## config.mk

```make
export PLATFORM = sky130hd
export DESIGN_NAME = flow_target_unit
export DESIGN_NICKNAME = d
export VERILOG_FILES = /design/src/rtl/ftu_pkg.sv /design/src/rtl/ftu_target_calc.sv /design/src/rtl/ftu_ptr_fetch.sv /design/src/rtl/flow_target_unit.sv
export SDC_FILE = /design/constraint.sdc
export NUM_CORES = 1
export LEC_CHECK = 0
export ABC_AREA = 0
export BUFFER_PORTS_ARGS = -buffer_cell sky130_fd_sc_hd__buf_2
export CAP_MARGIN = 10
export CELL_PAD_IN_SITES_DETAIL_PLACEMENT = 1
export CELL_PAD_IN_SITES_GLOBAL_PLACEMENT = 1
export CORE_ASPECT_RATIO = 1.25
export CORE_MARGIN = 2
export CORE_UTILIZATION = 40
export DETAILED_ROUTE_END_ITERATION = 6
export MAX_ROUTING_LAYER = met4
export PLACE_DENSITY = 0.79
export SETUP_SLACK_MARGIN = 0.2
export SYNTH_ARGS = -nofsm -noshare
export SYNTH_HDL_FRONTEND = slang
export SYNTH_SLANG_ARGS = --single-unit
export TNS_END_PERCENT = 20
```

## constraint.sdc

```tcl
create_clock -name clk -period 4.28 [get_ports clk]
set_clock_uncertainty 0.15 [all_clocks]
set_input_delay 0.428 -clock clk [delete_from_list [all_inputs] [get_ports clk]]
set_output_delay 0.428 -clock clk [all_outputs]
set_load 0.05 [all_outputs]
```

## src/rtl/ftu_pkg.sv

```systemverilog
package ftu_pkg;
  localparam int unsigned OFF_W     = 16;
  localparam int unsigned SEG_SHIFT = 4;
  localparam int unsigned PA_W      = OFF_W + SEG_SHIFT;
  localparam int unsigned BYTE_W    = 8;
  localparam int unsigned LEN_W     = 4;
  localparam int unsigned KIND_W    = 3;

  typedef logic [OFF_W-1:0] off_t;
  typedef logic [PA_W-1:0]  pa_t;

  typedef enum logic [KIND_W-1:0] {
    K_FAR   = 3'd0,
    K_SHORT = 3'd1,
    K_NEAR  = 3'd2,
    K_REG   = 3'd3,
    K_MEM   = 3'd4,
    K_TABLE = 3'd5,
    K_RSV6  = 3'd6,
    K_RSV7  = 3'd7
  } xfer_kind_e;

  // Offset of the next instruction plus a displacement, wrapping in the segment.
  function automatic off_t rel_target(off_t ip, logic [LEN_W-1:0] len,
                                      off_t disp, logic is_short);
    off_t step;
    step = is_short ? {{(OFF_W-BYTE_W){disp[BYTE_W-1]}}, disp[BYTE_W-1:0]} : disp;
    return ip + off_t'(len) + step;
  endfunction

  // Segment shifted left plus offset, wrapping in the linear space.
  function automatic pa_t linear_addr(off_t seg, off_t off);
    return (pa_t'(seg) << SEG_SHIFT) + pa_t'(off);
  endfunction

  // Table entries are two bytes wide.
  function automatic off_t table_off(off_t base, off_t idx);
    return base + (idx << 1);
  endfunction
endpackage

```

## src/rtl/ftu_target_calc.sv

```systemverilog
module ftu_target_calc
  import ftu_pkg::*;
(
  input  logic [KIND_W-1:0] kind,
  input  off_t              cur_cs,
  input  off_t              cur_ip,
  input  logic [LEN_W-1:0]  instr_len,
  input  off_t              disp,
  input  off_t              imm_cs,
  input  off_t              imm_ip,
  input  off_t              reg_val,
  input  off_t              idx_val,
  output off_t              tgt_cs,
  output off_t              tgt_ip,
  output off_t              ptr_off,
  output logic              is_mem,
  output logic              is_known
);
  xfer_kind_e k;
  assign k = xfer_kind_e'(kind);

  always_comb begin
    tgt_cs   = cur_cs;
    tgt_ip   = cur_ip;
    ptr_off  = reg_val;
    is_mem   = 1'b0;
    is_known = 1'b1;
    case (k)
      K_FAR: begin
        tgt_cs = imm_cs;
        tgt_ip = imm_ip;
      end
      K_SHORT: tgt_ip = rel_target(cur_ip, instr_len, disp, 1'b1);
      K_NEAR:  tgt_ip = rel_target(cur_ip, instr_len, disp, 1'b0);
      K_REG:   tgt_ip = reg_val;
      K_MEM:   is_mem = 1'b1;
      K_TABLE: begin
        is_mem  = 1'b1;
        ptr_off = table_off(reg_val, idx_val);
      end
      default: is_known = 1'b0;
    endcase
  end
endmodule

```

## src/rtl/ftu_ptr_fetch.sv

```systemverilog
module ftu_ptr_fetch
  import ftu_pkg::*;
(
  input  logic              clk,
  input  logic              rst_n,
  input  logic              start,
  input  off_t              seg,
  input  off_t              off,
  output logic              busy,
  output logic              mem_req,
  output pa_t               mem_addr,
  input  logic              mem_ack,
  input  logic [BYTE_W-1:0] mem_rdata,
  output logic              word_valid,
  output off_t              word
);
  typedef enum logic [1:0] {F_IDLE, F_LO, F_HI} fst_e;

  fst_e              state;
  off_t              seg_q, off_q, cur_off;
  logic [BYTE_W-1:0] lo_q;

  assign cur_off  = (state == F_HI) ? off_q + off_t'(1) : off_q;
  assign mem_addr = linear_addr(seg_q, cur_off);
  assign mem_req  = (state != F_IDLE);
  assign busy     = (state != F_IDLE);

  always_ff @(posedge clk or negedge rst_n) begin
    if (!rst_n) begin
      state      <= F_IDLE;
      seg_q      <= '0;
      off_q      <= '0;
      lo_q       <= '0;
      word       <= '0;
      word_valid <= 1'b0;
    end else begin
      word_valid <= 1'b0;
      case (state)
        F_IDLE: if (start) begin
          seg_q <= seg;
          off_q <= off;
          state <= F_LO;
        end
        F_LO: if (mem_ack) begin
          lo_q  <= mem_rdata;
          state <= F_HI;
        end
        F_HI: if (mem_ack) begin
          word       <= {mem_rdata, lo_q};
          word_valid <= 1'b1;
          state      <= F_IDLE;
        end
        default: state <= F_IDLE;
      endcase
    end
  end

  // request and address held until acknowledged
  a_r9_req_hold: assert property (@(posedge clk) disable iff (!rst_n)
    (mem_req && !mem_ack) |=> (mem_req && $stable(mem_addr)));

  // a word is only produced right after the high-byte acknowledge
  a_r6_word_after_hi: assert property (@(posedge clk) disable iff (!rst_n)
    $rose(word_valid) |-> $past(state == F_HI && mem_ack));

  // a new fetch never starts on top of a running one
  a_r11_start_idle: assert property (@(posedge clk) disable iff (!rst_n)
    start |-> !busy);
endmodule

```

## src/rtl/flow_target_unit.sv

```systemverilog
module flow_target_unit
  import ftu_pkg::*;
(
  input  logic              clk,
  input  logic              rst_n,
  input  logic              req_valid,
  input  logic [KIND_W-1:0] req_kind,
  input  logic [OFF_W-1:0]  cur_cs,
  input  logic [OFF_W-1:0]  cur_ip,
  input  logic [LEN_W-1:0]  instr_len,
  input  logic [OFF_W-1:0]  disp,
  input  logic [OFF_W-1:0]  imm_cs,
  input  logic [OFF_W-1:0]  imm_ip,
  input  logic [OFF_W-1:0]  reg_val,
  input  logic [OFF_W-1:0]  idx_val,
  input  logic [OFF_W-1:0]  ds_val,
  output logic              busy,
  output logic              mem_req,
  output logic [PA_W-1:0]   mem_addr,
  input  logic              mem_ack,
  input  logic [BYTE_W-1:0] mem_rdata,
  output logic              done,
  output logic [OFF_W-1:0]  new_cs,
  output logic [OFF_W-1:0]  new_ip
);
  off_t tgt_cs, tgt_ip, ptr_off, fetch_word, cs_hold;
  logic is_mem, is_known, fetch_busy, word_valid;
  logic accept, simple_fire, mem_start;

  ftu_target_calc u_calc (
    .kind(req_kind), .cur_cs(cur_cs), .cur_ip(cur_ip), .instr_len(instr_len),
    .disp(disp), .imm_cs(imm_cs), .imm_ip(imm_ip), .reg_val(reg_val),
    .idx_val(idx_val), .tgt_cs(tgt_cs), .tgt_ip(tgt_ip), .ptr_off(ptr_off),
    .is_mem(is_mem), .is_known(is_known)
  );

  ftu_ptr_fetch u_fetch (
    .clk(clk), .rst_n(rst_n), .start(mem_start), .seg(ds_val), .off(ptr_off),
    .busy(fetch_busy), .mem_req(mem_req), .mem_addr(mem_addr),
    .mem_ack(mem_ack), .mem_rdata(mem_rdata),
    .word_valid(word_valid), .word(fetch_word)
  );

  assign busy        = fetch_busy | word_valid;
  assign accept      = req_valid & ~busy & is_known;
  assign simple_fire = accept & ~is_mem;
  assign mem_start   = accept & is_mem;

  always_ff @(posedge clk or negedge rst_n) begin
    if (!rst_n) begin
      done    <= 1'b0;
      new_cs  <= '0;
      new_ip  <= '0;
      cs_hold <= '0;
    end else begin
      done <= simple_fire | word_valid;
      if (mem_start) cs_hold <= cur_cs;
      if (simple_fire) begin
        new_cs <= tgt_cs;
        new_ip <= tgt_ip;
      end else if (word_valid) begin
        new_cs <= cs_hold;
        new_ip <= fetch_word;
      end
    end
  end

  // results move only together with done
  a_r10_hold: assert property (@(posedge clk) disable iff (!rst_n)
    !done |-> ($stable(new_ip) && $stable(new_cs)));

  // each done traces back to a simple acceptance or a finished fetch
  a_r10_done_cause: assert property (@(posedge clk) disable iff (!rst_n)
    done |-> $past(simple_fire || word_valid));

  // reserved kinds produce nothing
  a_r12_reserved_quiet: assert property (@(posedge clk) disable iff (!rst_n)
    (req_valid && !busy && !is_known) |=> (!done && !mem_req));

  // busy spans exactly the fetch plus its hand-over cycle
  a_r11_busy_start: assert property (@(posedge clk) disable iff (!rst_n)
    mem_start |=> busy);
endmodule

```

==> results_dict.tcl, run 1 <==
set metrics [dict create \
    track_usage 0.242 \
    synth_common_cells "nand2_1 (198), dfrtp_1 (108), ha_1 (49), xnor2_1 (49), o21ai_0 (39)" \
    tightest_slew_ns 0.936 \
    startpoint_type "flop" \
    synth_adder_area_share 0.0925 \
    grt_overflow 0 \
    syn2layout_area_growth_pct 22.8 \
    num-fill-cells 2224 \
    root_buffer "clkbuf_16" \
    portBuffers 200 \
    post-dp-hpwl_mm 18.4 \
    rsz0062_at_grt "yes" \
    core_area_um2 18200 \
    finalMaxSlewViolations 0 \
    netlist_area_um2 7490 \
    synth_top_area_cell "dfrtp_1" \
    clk_latency_ns 0.36 \
    num_rows 55 \
    clock-sinks 108 \
    critPathArrivalTime_ns 3.34 \
    grt_max_degree 62 \
    synthFlopType "dfrtp_1" \
    place.gp.congestion 0.898 \
    design_area_um2 9200 \
    synth_nets 1049 \
    avgSynthCellArea_um2 8.82 \
    crit_fanout 5 \
    critPathKind "reg -> out" \
    endpoint "mem_addr[19]" \
    cts_tree "yes" \
    r2r_cells 7 \
    worstReg2RegEnd "new_ip[12]" \
    die_w_um 126 \
    cp-startpoint "u_fetch.off_q[2]" \
    drc_errors 0 \
    ys_seq_area_frac 0.361 \
    synth-xor-area-share 0.0772 \
    critical_path_required_ns 3.70 \
    setup_ws_ns 0.366 \
    hold_path.class "in -> reg" \
    cts_max_path_buffers 2 \
    p_per_area_nw_per_um2 589 \
    cts_made_buffers 9 \
    r2r_slack_ns 1.36 \
    leakage_uw 0.00446 \
    drt-total-wl_mm 23.6 \
    synth-simple-area-share 0.191 \
    wl_per_cell_um 18.5 \
    grt_antenna_before_repair 2 \
    ant_nets 0 \
    first_global_vias 7244 \
    yosys_warnings 0 \
    fin_crit_sh 0.914 \
    yosysMostFrequentCell "nand2_1" \
    vias 6997 \
    first_pass_iters 4 \
    cap_violations 0 \
    setup_viol 0 \
    die_h_um 157 \
    hold_viol 0 \
    yosysTopAreaCellShare 0.361 \
    yosys_register_bits 108 \
    cp-end-kind "primary output" \
    cts_max_level 3 \
    period_minus_slack_ns 3.91 \
    synth_area_leaders "dfrtp_1 (36%), nand2_1 (9.9%), ha_1 (8.2%)" \
    pre_cts_ws_ns 0.307 \
    drive_above_1_share 0.271 \
    worstReg2RegStart "u_fetch.state[1]" \
    max_slew_margin 0.376 \
    fmax_ghz 0.256 \
    setup_tns_ns 0 \
    drt-initial-drc-count 317 \
    start_util 0.411 \
    async_reset_ff_frac 1.00 \
    ios 202 \
    synth_top_family_by_area "simple AND/OR/NAND/NOR gates" \
    synth_compound_area_frac 0.180 \
    fin_nets 1241 \
    synth_edf_count 0 \
    ys_types 62 \
    placed_area_um2 8720 \
    ir_worst_vdd_mv 0.324 \
    status "finished clean" \
    grt_pass1_wl_mm 37.0 \
    dieArea_um2 19800 \
    viasPerCell 5.48 \
    synthMuxAreaShare 0.0638 \
    synthCells 849 \
    clkTransAtPathRegs_ns 0.08 \
]
registers in the layout, summed over array words and instances (netlist names):
signal / flops
u_fetch.off_q: 16
new_cs: 16
u_fetch.state: 2
u_fetch.word_valid: 1
new_ip: 16
u_fetch.seg_q: 16
done: 1
u_fetch.lo_q: 8
cs_hold: 16
u_fetch.word: 16
power by group:
| group | internal, uW | leakage [uW] | switching (uW) |
|---|---|---|---|
| combinational | 971 | 0.00299 | 1960 |
| sequential | 1380 | 0.00132 | 243 |
| clock | 424 | 0.000152 | 436 |
worst max-delay path: stages, from the launching register on:
cell	delay [ns]
dfrtp_1	0.42
and3_4	0.21
and3_1	0.20
and3_2	0.24
nand2_1	0.07
xnor2_1	0.13
ha_1	0.34
a21o_1	0.20
a21o_2	0.26
a2111oi_4	0.34
o31ai_2	0.11
nand4_1	0.11
xnor2_1	0.12
buf_4	0.21
what timing repair did:
action	CTS	global route
hold buffers	1	0
buffers inserted	0	6
hold endpoints to repair	33	0
gates resized for setup	10	21
pin swaps	0	6
setup endpoints to repair	7	7
cloned	0	0
routing by layer:
layer,GRT usage,routed length (um),vias up
met3,0.0364,883,29
met5,-,0,-
met2,0.429,12100,171
met4,0.0743,567,0
li1,-,-,3401
met1,0.282,9960,3396
per-stage QoR:
step,utilization,power [uW],hold slack (ns),cells
after global routing,0.504,5730,0.115,1276
after detailed placement,0.478,4430,0.297,1251
after CTS,0.498,5350,0.104,1268
after floorplan,-,3700,-0.0176,849
after global placement,0.478,4340,0.289,1251
final,0.504,5420,0.108,1276
worst min path at each step:
stage | from | slack, ns | cells past startpoint | to
floorplan | rst_n | -0.02 | 0 | cs_hold[0]
global placement | rst_n | 0.29 | 1 | new_ip[4]
detailed placement | rst_n | 0.30 | 1 | new_ip[4]
CTS | ds_val[1] | 0.10 | 3 | u_fetch.seg_q[1]
global route | ds_val[3] | 0.12 | 3 | u_fetch.seg_q[3]
finish | ds_val[0] | 0.11 | 3 | u_fetch.seg_q[0]
area by class of cell:
type / count / area (um2) / area share
multi-input cells: 677 / 4620 / 0.503
flip-flops and latches: 108 / 2710 / 0.294
repair buffers: 219 / 1160 / 0.127
well taps: 228 / 285 / 0.0310
clock buffers: 9 / 225 / 0.0245
inverters: 26 / 97.6 / 0.0106
clock inverters: 7 / 91.3 / 0.00993
diodes: 2 / 5.00 / 0.000544
placed cells by master, fill, tap and decap left out, types with 17 or more instances in the layout:
cell and count:
a21oi_1 33, buf_2 193, buf_4 24, dfrtp_1 106, ha_1 49, inv_1 25
mux2_2 22, mux2i_1 23, nand2_1 198, nor2_1 24, o21ai_0 35, o221ai_1 19
xnor2_1 48, xor2_1 17
logic make-up (layout without fill, tap and decap cells):
logic type	count (synthesis)	after routing
adders and majority gates	53	53
buffers and inverters	64	261
DFF	108	108
muxes	45	45
and+or+nand+nor	318	318
AOI/OAI and AO/OA	195	195
xor gates and xnor gates	66	66
other	0	2
Power figures use the tool's default switching activity.
==> inputs of run 2 (changes only) <==
- CORE_UTILIZATION: 40 -> 41
- CTS_BUF_LIST: not set -> sky130_fd_sc_hd__clkbuf_4
- HOLD_SLACK_MARGIN: not set -> 0.03
- PLACE_DENSITY: 0.79 -> 0.81
==> run 2 against run 1 <==
Compared with the run above:
- setup slack worse by 0.14 ns
- critical path depth unchanged
- sequential power about the same
- fmax down 3.4%
- die area down 2.4%
- routed wire length up 5.7%
- via count up 4.9%
- sequential cell count unchanged
- count of clock-buffer cells in the layout unchanged
- highest routed layer unchanged
==> results_dict.tcl, run 2 (same netlist as run 1, synthesis figures left out) <==
set metrics [dict create \
    status "finished clean" \
    finalMaxSlewViolations 0 \
    p_per_area_nw_per_um2 554 \
    first_global_vias 7715 \
    fin_crit_sh 0.946 \
    wl_per_cell_um 18.8 \
    syn2layout_area_growth_pct 28.6 \
    drive_above_1_share 0.277 \
    die_w_um 125 \
    ir_worst_vdd_mv 0.297 \
    dieArea_um2 19400 \
    cp-end-kind "primary output" \
    grt_overflow 0 \
    period_minus_slack_ns 4.05 \
    track_usage 0.258 \
    ios 202 \
    vias 7340 \
    cap_violations 0 \
    critPathKind "reg -> out" \
    viasPerCell 5.53 \
    grt_pass1_wl_mm 39.1 \
    clk_latency_ns 0.52 \
    post-dp-hpwl_mm 18.2 \
    cts_max_level 3 \
    num_rows 55 \
    die_h_um 155 \
    drc_errors 0 \
    core_area_um2 18000 \
    startpoint_type "flop" \
    cts_max_path_buffers 2 \
    instances_no_fill 1327 \
    critical_path_required_ns 3.70 \
    setup_tns_ns 0 \
    critPathArrivalTime_ns 3.47 \
    leakage_uw 0.00464 \
    tightest_slew_ns 0.975 \
    grt_max_degree 72 \
    placedCellCount 1251 \
    design_area_um2 9630 \
    root_buffer "clkbuf_4" \
    cts_tree "yes" \
    portBuffers 200 \
    first_pass_iters 4 \
    final_common_cell "nand2_1" \
    rsz0062_at_grt "yes" \
    grt_antenna_before_repair 2 \
    setup_viol 0 \
    cts_made_buffers 9 \
    place.gp.congestion 0.867 \
    hold_viol 0 \
    layout.cells.most_common_list "nand2_1 (197), buf_2 (193), dfrtp_1 (107), ha_1 (48), xnor2_1 (46)" \
    ant_nets 0 \
    clock-sinks 108 \
    max_slew_margin 0.350 \
    fmax_ghz 0.247 \
    drt-total-wl_mm 24.9 \
    hold_path.class "in -> reg" \
    placed_area_um2 8720 \
    total_power_uw 5340 \
    start_util 0.415 \
    whs_ns 0.0640 \
    clkTransAtPathRegs_ns 0.18 \
    drt-initial-drc-count 261 \
    fin_nets 1292 \
    crit_fanout 6 \
]
## run 2: worst paths after layout
kind / startpoint / endpoint / slack [ns] / cells past startpoint
hold reg to reg: cs_hold[0] / cs_hold[0] / 0.35 / 2
hold / removal: reg_val[15] / u_fetch.off_q[15] / 0.06 / 3
setup reg to reg: u_fetch.state[0] / new_ip[12] / 1.37 / 7
max in group asynchronous: rst_n / cs_hold[12] / 2.46 / 3
min in group asynchronous: rst_n / u_fetch.off_q[1] / 0.42 / 2
setup / recovery: u_fetch.state[0] / mem_addr[10] / 0.23 / 13
## run 2: through the flow
step	utilization	setup WS (ns)
detailed placement	0.483	0.278
floorplan	-	0.230
global route	0.534	0.0958
global placement	0.483	0.374
finish	0.534	0.230
CTS	0.522	0.158
## run 2: area by class of cell
| type | instances | area, um2 |
|---|---|---|
| well taps | 228 | 285 |
| flip-flops and latches | 108 | 2700 |
| multi-input cells | 677 | 4720 |
| clock inverters | 7 | 97.6 |
| diodes | 2 | 5.00 |
| fillers | 2169 | 8400 |
| inverters | 26 | 97.6 |
| clock buffers | 9 | 67.6 |
| repair buffers | 270 | 1660 |
## run 2: report_power, final
group	switching, uW	leakage, uW	internal [uW]	total, uW
clock	403	0.0000897	199	603
sequential	250	0.00132	1380	1630
combinational	2040	0.00323	1070	3100
total	2690	0.00464	2650	5340
## run 2: metal layers
| layer | wire length [um] | track usage | vias to the layer above |
|---|---|---|---|
| met2 | 13100 | 0.470 | 191 |
| met4 | 684 | 0.0926 | 0 |
| met5 | 0 | - | - |
| met3 | 864 | 0.0299 | 53 |
| met1 | 10300 | 0.295 | 3598 |
| li1 | - | - | 3498 |
## run 2: worst max-delay path: stages, from the launching register on
cell      delay, ns
dfrtp_1        0.44
nor2b_4        0.16
buf_6          0.15
nand4_1        0.13
xnor2_1        0.16
ha_1           0.22
fa_1           0.44
a21o_1         0.23
a21oi_2        0.17
buf_4          0.15
o21bai_1       0.06
a21oi_1        0.22
xnor2_1        0.15
buf_2          0.29
## run 2: timing repair
item                                   4_1_cts  5_1_grt
hold buffers                                43        0
gates resized for setup                     18       29
setup buffers                                6        9
setup endpoints to repair                   10       10
cloned                                       0        0
pin swaps                                    2       10
endpoints found under the hold margin      121        0
==> inputs of run 3 (changes only) <==
- MAX_ROUTING_LAYER: met4 -> not set
==> run 3 against run 2 <==
Compared with the run above:
- first-iteration DRC count is 4.2% lower
- critical path type unchanged
- non-clock buffer count rose by 4
- clock power barely moved
- global-route usage fell by 0.73 points
- design area rose by 0.66%
- cell count rose by 0.30%
==> results_dict.tcl, run 3 (same netlist as run 1, synthesis figures left out) <==
set metrics [dict create \
    die_w_um 125 \
    swShare 0.503 \
    grt_pass1_wl_mm 39.1 \
    viasPerCell 5.50 \
    setup_viol 0 \
    p_switching_uw 2700 \
    num_rows 55 \
    status "finished clean" \
    grt_max_degree 72 \
    rsz0062_at_grt "yes" \
    post-dp-hpwl_mm 18.2 \
    startpoint_type "flop" \
    cts_max_level 3 \
    ios 202 \
    ir_worst_vdd_mv 0.321 \
    cp-startpoint "u_fetch.state[0]" \
    critPathArrivalTime_ns 3.46 \
    vias 7319 \
    hold_path.class "in -> reg" \
    finalMaxSlewViolations 0 \
    clock-sinks 108 \
    cts_max_path_buffers 2 \
    clkTransAtPathRegs_ns 0.18 \
    leakage_uw 0.00467 \
    drc_errors 0 \
    critPathTopFamily "compound AO/OA/AOI/OAI gates" \
    min-delay-start "reg_val[15]" \
    cts_tree "yes" \
    fmax_ghz 0.248 \
    cts_made_buffers 9 \
    ant_nets 0 \
    pwr-share-clk 0.112 \
    fin_crit_sh 0.943 \
    path_buf_inv 1 \
    place.gp.congestion 0.854 \
    first_pass_iters 4 \
    track_usage 0.251 \
    period_minus_slack_ns 4.04 \
    drt-initial-drc-count 250 \
    p_per_area_nw_per_um2 555 \
    start_util 0.415 \
    die_h_um 155 \
    hold_viol 0 \
    clk_latency_ns 0.52 \
    critical_path_required_ns 3.70 \
    layout.cells.most_common_list "nand2_1 (195), buf_2 (193), dfrtp_1 (107), xnor2_1 (46), ha_1 (46)" \
    final_common_cell "nand2_1" \
    tightest_slew_ns 0.974 \
    cp-end-kind "primary output" \
    setup_tns_ns 0 \
    fin_util 0.538 \
    pwr-share-comb 0.585 \
    portBuffers 200 \
    cpPeakStageDelay_ns 0.45 \
    worstReg2RegStart "u_fetch.state[0]" \
    critPathKind "reg -> out" \
    fin_nets 1296 \
    seqPwrFrac 0.303 \
    first_global_vias 7718 \
    crit_chain "nor2b_4 > and3_4 > nand2_4 > xnor2_4 > ha_1 > a21o_1 > a21oi_4 > o21ai_4 > and2_4 > o2111a_1 > o31ai_2 > xnor2_1 > buf_4" \
    crit_fanout 4 \
    drt-total-wl_mm 25.1 \
    grt_overflow 0 \
    max_slew_margin 0.351 \
    wl_per_cell_um 18.9 \
    syn2layout_area_growth_pct 29.5 \
    core_area_um2 18000 \
    root_buffer "clkbuf_4" \
    drive_above_1_share 0.285 \
    cp_slowest_cell "dfrtp_1" \
    cap_violations 0 \
    grt_antenna_before_repair 2 \
    dieArea_um2 19400 \
    p_int_uw 2670 \
]
[run 3: power groups by stage]
stage | sequential [uW] | clock [uW] | combinational [uW]
after floorplan | 1990 | 0 | 1710
after global placement | 1620 | 0 | 2720
after detailed placement | 1640 | 0 | 2780
after CTS | 1610 | 613 | 2900
after global routing | 1670 | 643 | 3380
final | 1630 | 604 | 3140
[run 3: path summary, 6_finish.rpt]
check	end	slack, ns	cells past startpoint
setup / recovery	mem_addr[15]	0.24	13
hold / removal	u_fetch.off_q[15]	0.07	3
setup reg to reg	new_ip[12]	1.36	7
hold reg to reg	cs_hold[0]	0.36	2
max in group asynchronous	cs_hold[12]	2.46	3
min in group asynchronous	u_fetch.off_q[1]	0.43	2
[run 3: layer usage]
| metal | GRT usage | up-vias | wire [um] |
|---|---|---|---|
| met5 | 0 | - | 7 |
| met4 | 0.0868 | 2 | 737 |
| met3 | 0.0351 | 49 | 822 |
| met2 | 0.471 | 166 | 13200 |
| met1 | 0.294 | 3593 | 10300 |
| li1 | - | 3509 | - |
[run 3: worst register-to-register path, stage by stage (launching register included)]
cell and delay, ns:
dfrtp_1 0.45, buf_4 0.16, nor3_2 0.33, nand2_1 0.21, or2_2 0.67, a221oi_1 0.49, nor2_1 0.07, or3_1 0.31
[run 3: cell type report]
| class | count | area [um2] |
|---|---|---|
| diodes | 2 | 5.00 |
| clock buffers | 9 | 67.6 |
| clock inverters | 7 | 97.6 |
| fillers | 2166 | 8330 |
| inverters | 26 | 97.6 |
| multi-input cells | 677 | 4750 |
| flip-flops and latches | 108 | 2700 |
| well taps | 228 | 285 |
| repair buffers | 274 | 1690 |
[run 3: timing repair]
item / CTS / global route
endpoints found under the setup margin: 10 / 10
endpoints found under the hold margin: 121 / 0
cloned: 0 / 0
resized for setup: 18 / 38
hold buffers: 43 / 0
buffers inserted: 6 / 13
pin swaps: 2 / 19
[run 3: metrics by stage]
step,worst slack [ns],instances,hold slack (ns),cell area (um2),total power [uW]
final,0.242,1331,0.0650,9700,5380
after global routing,0.0778,1330,0.0664,9700,5690
after CTS,0.158,1316,0.0343,9410,5130
after detailed placement,0.278,1251,0.313,8720,4430
after global placement,0.374,1251,0.307,8720,4340
after floorplan,0.230,849,-0.0176,7490,3700
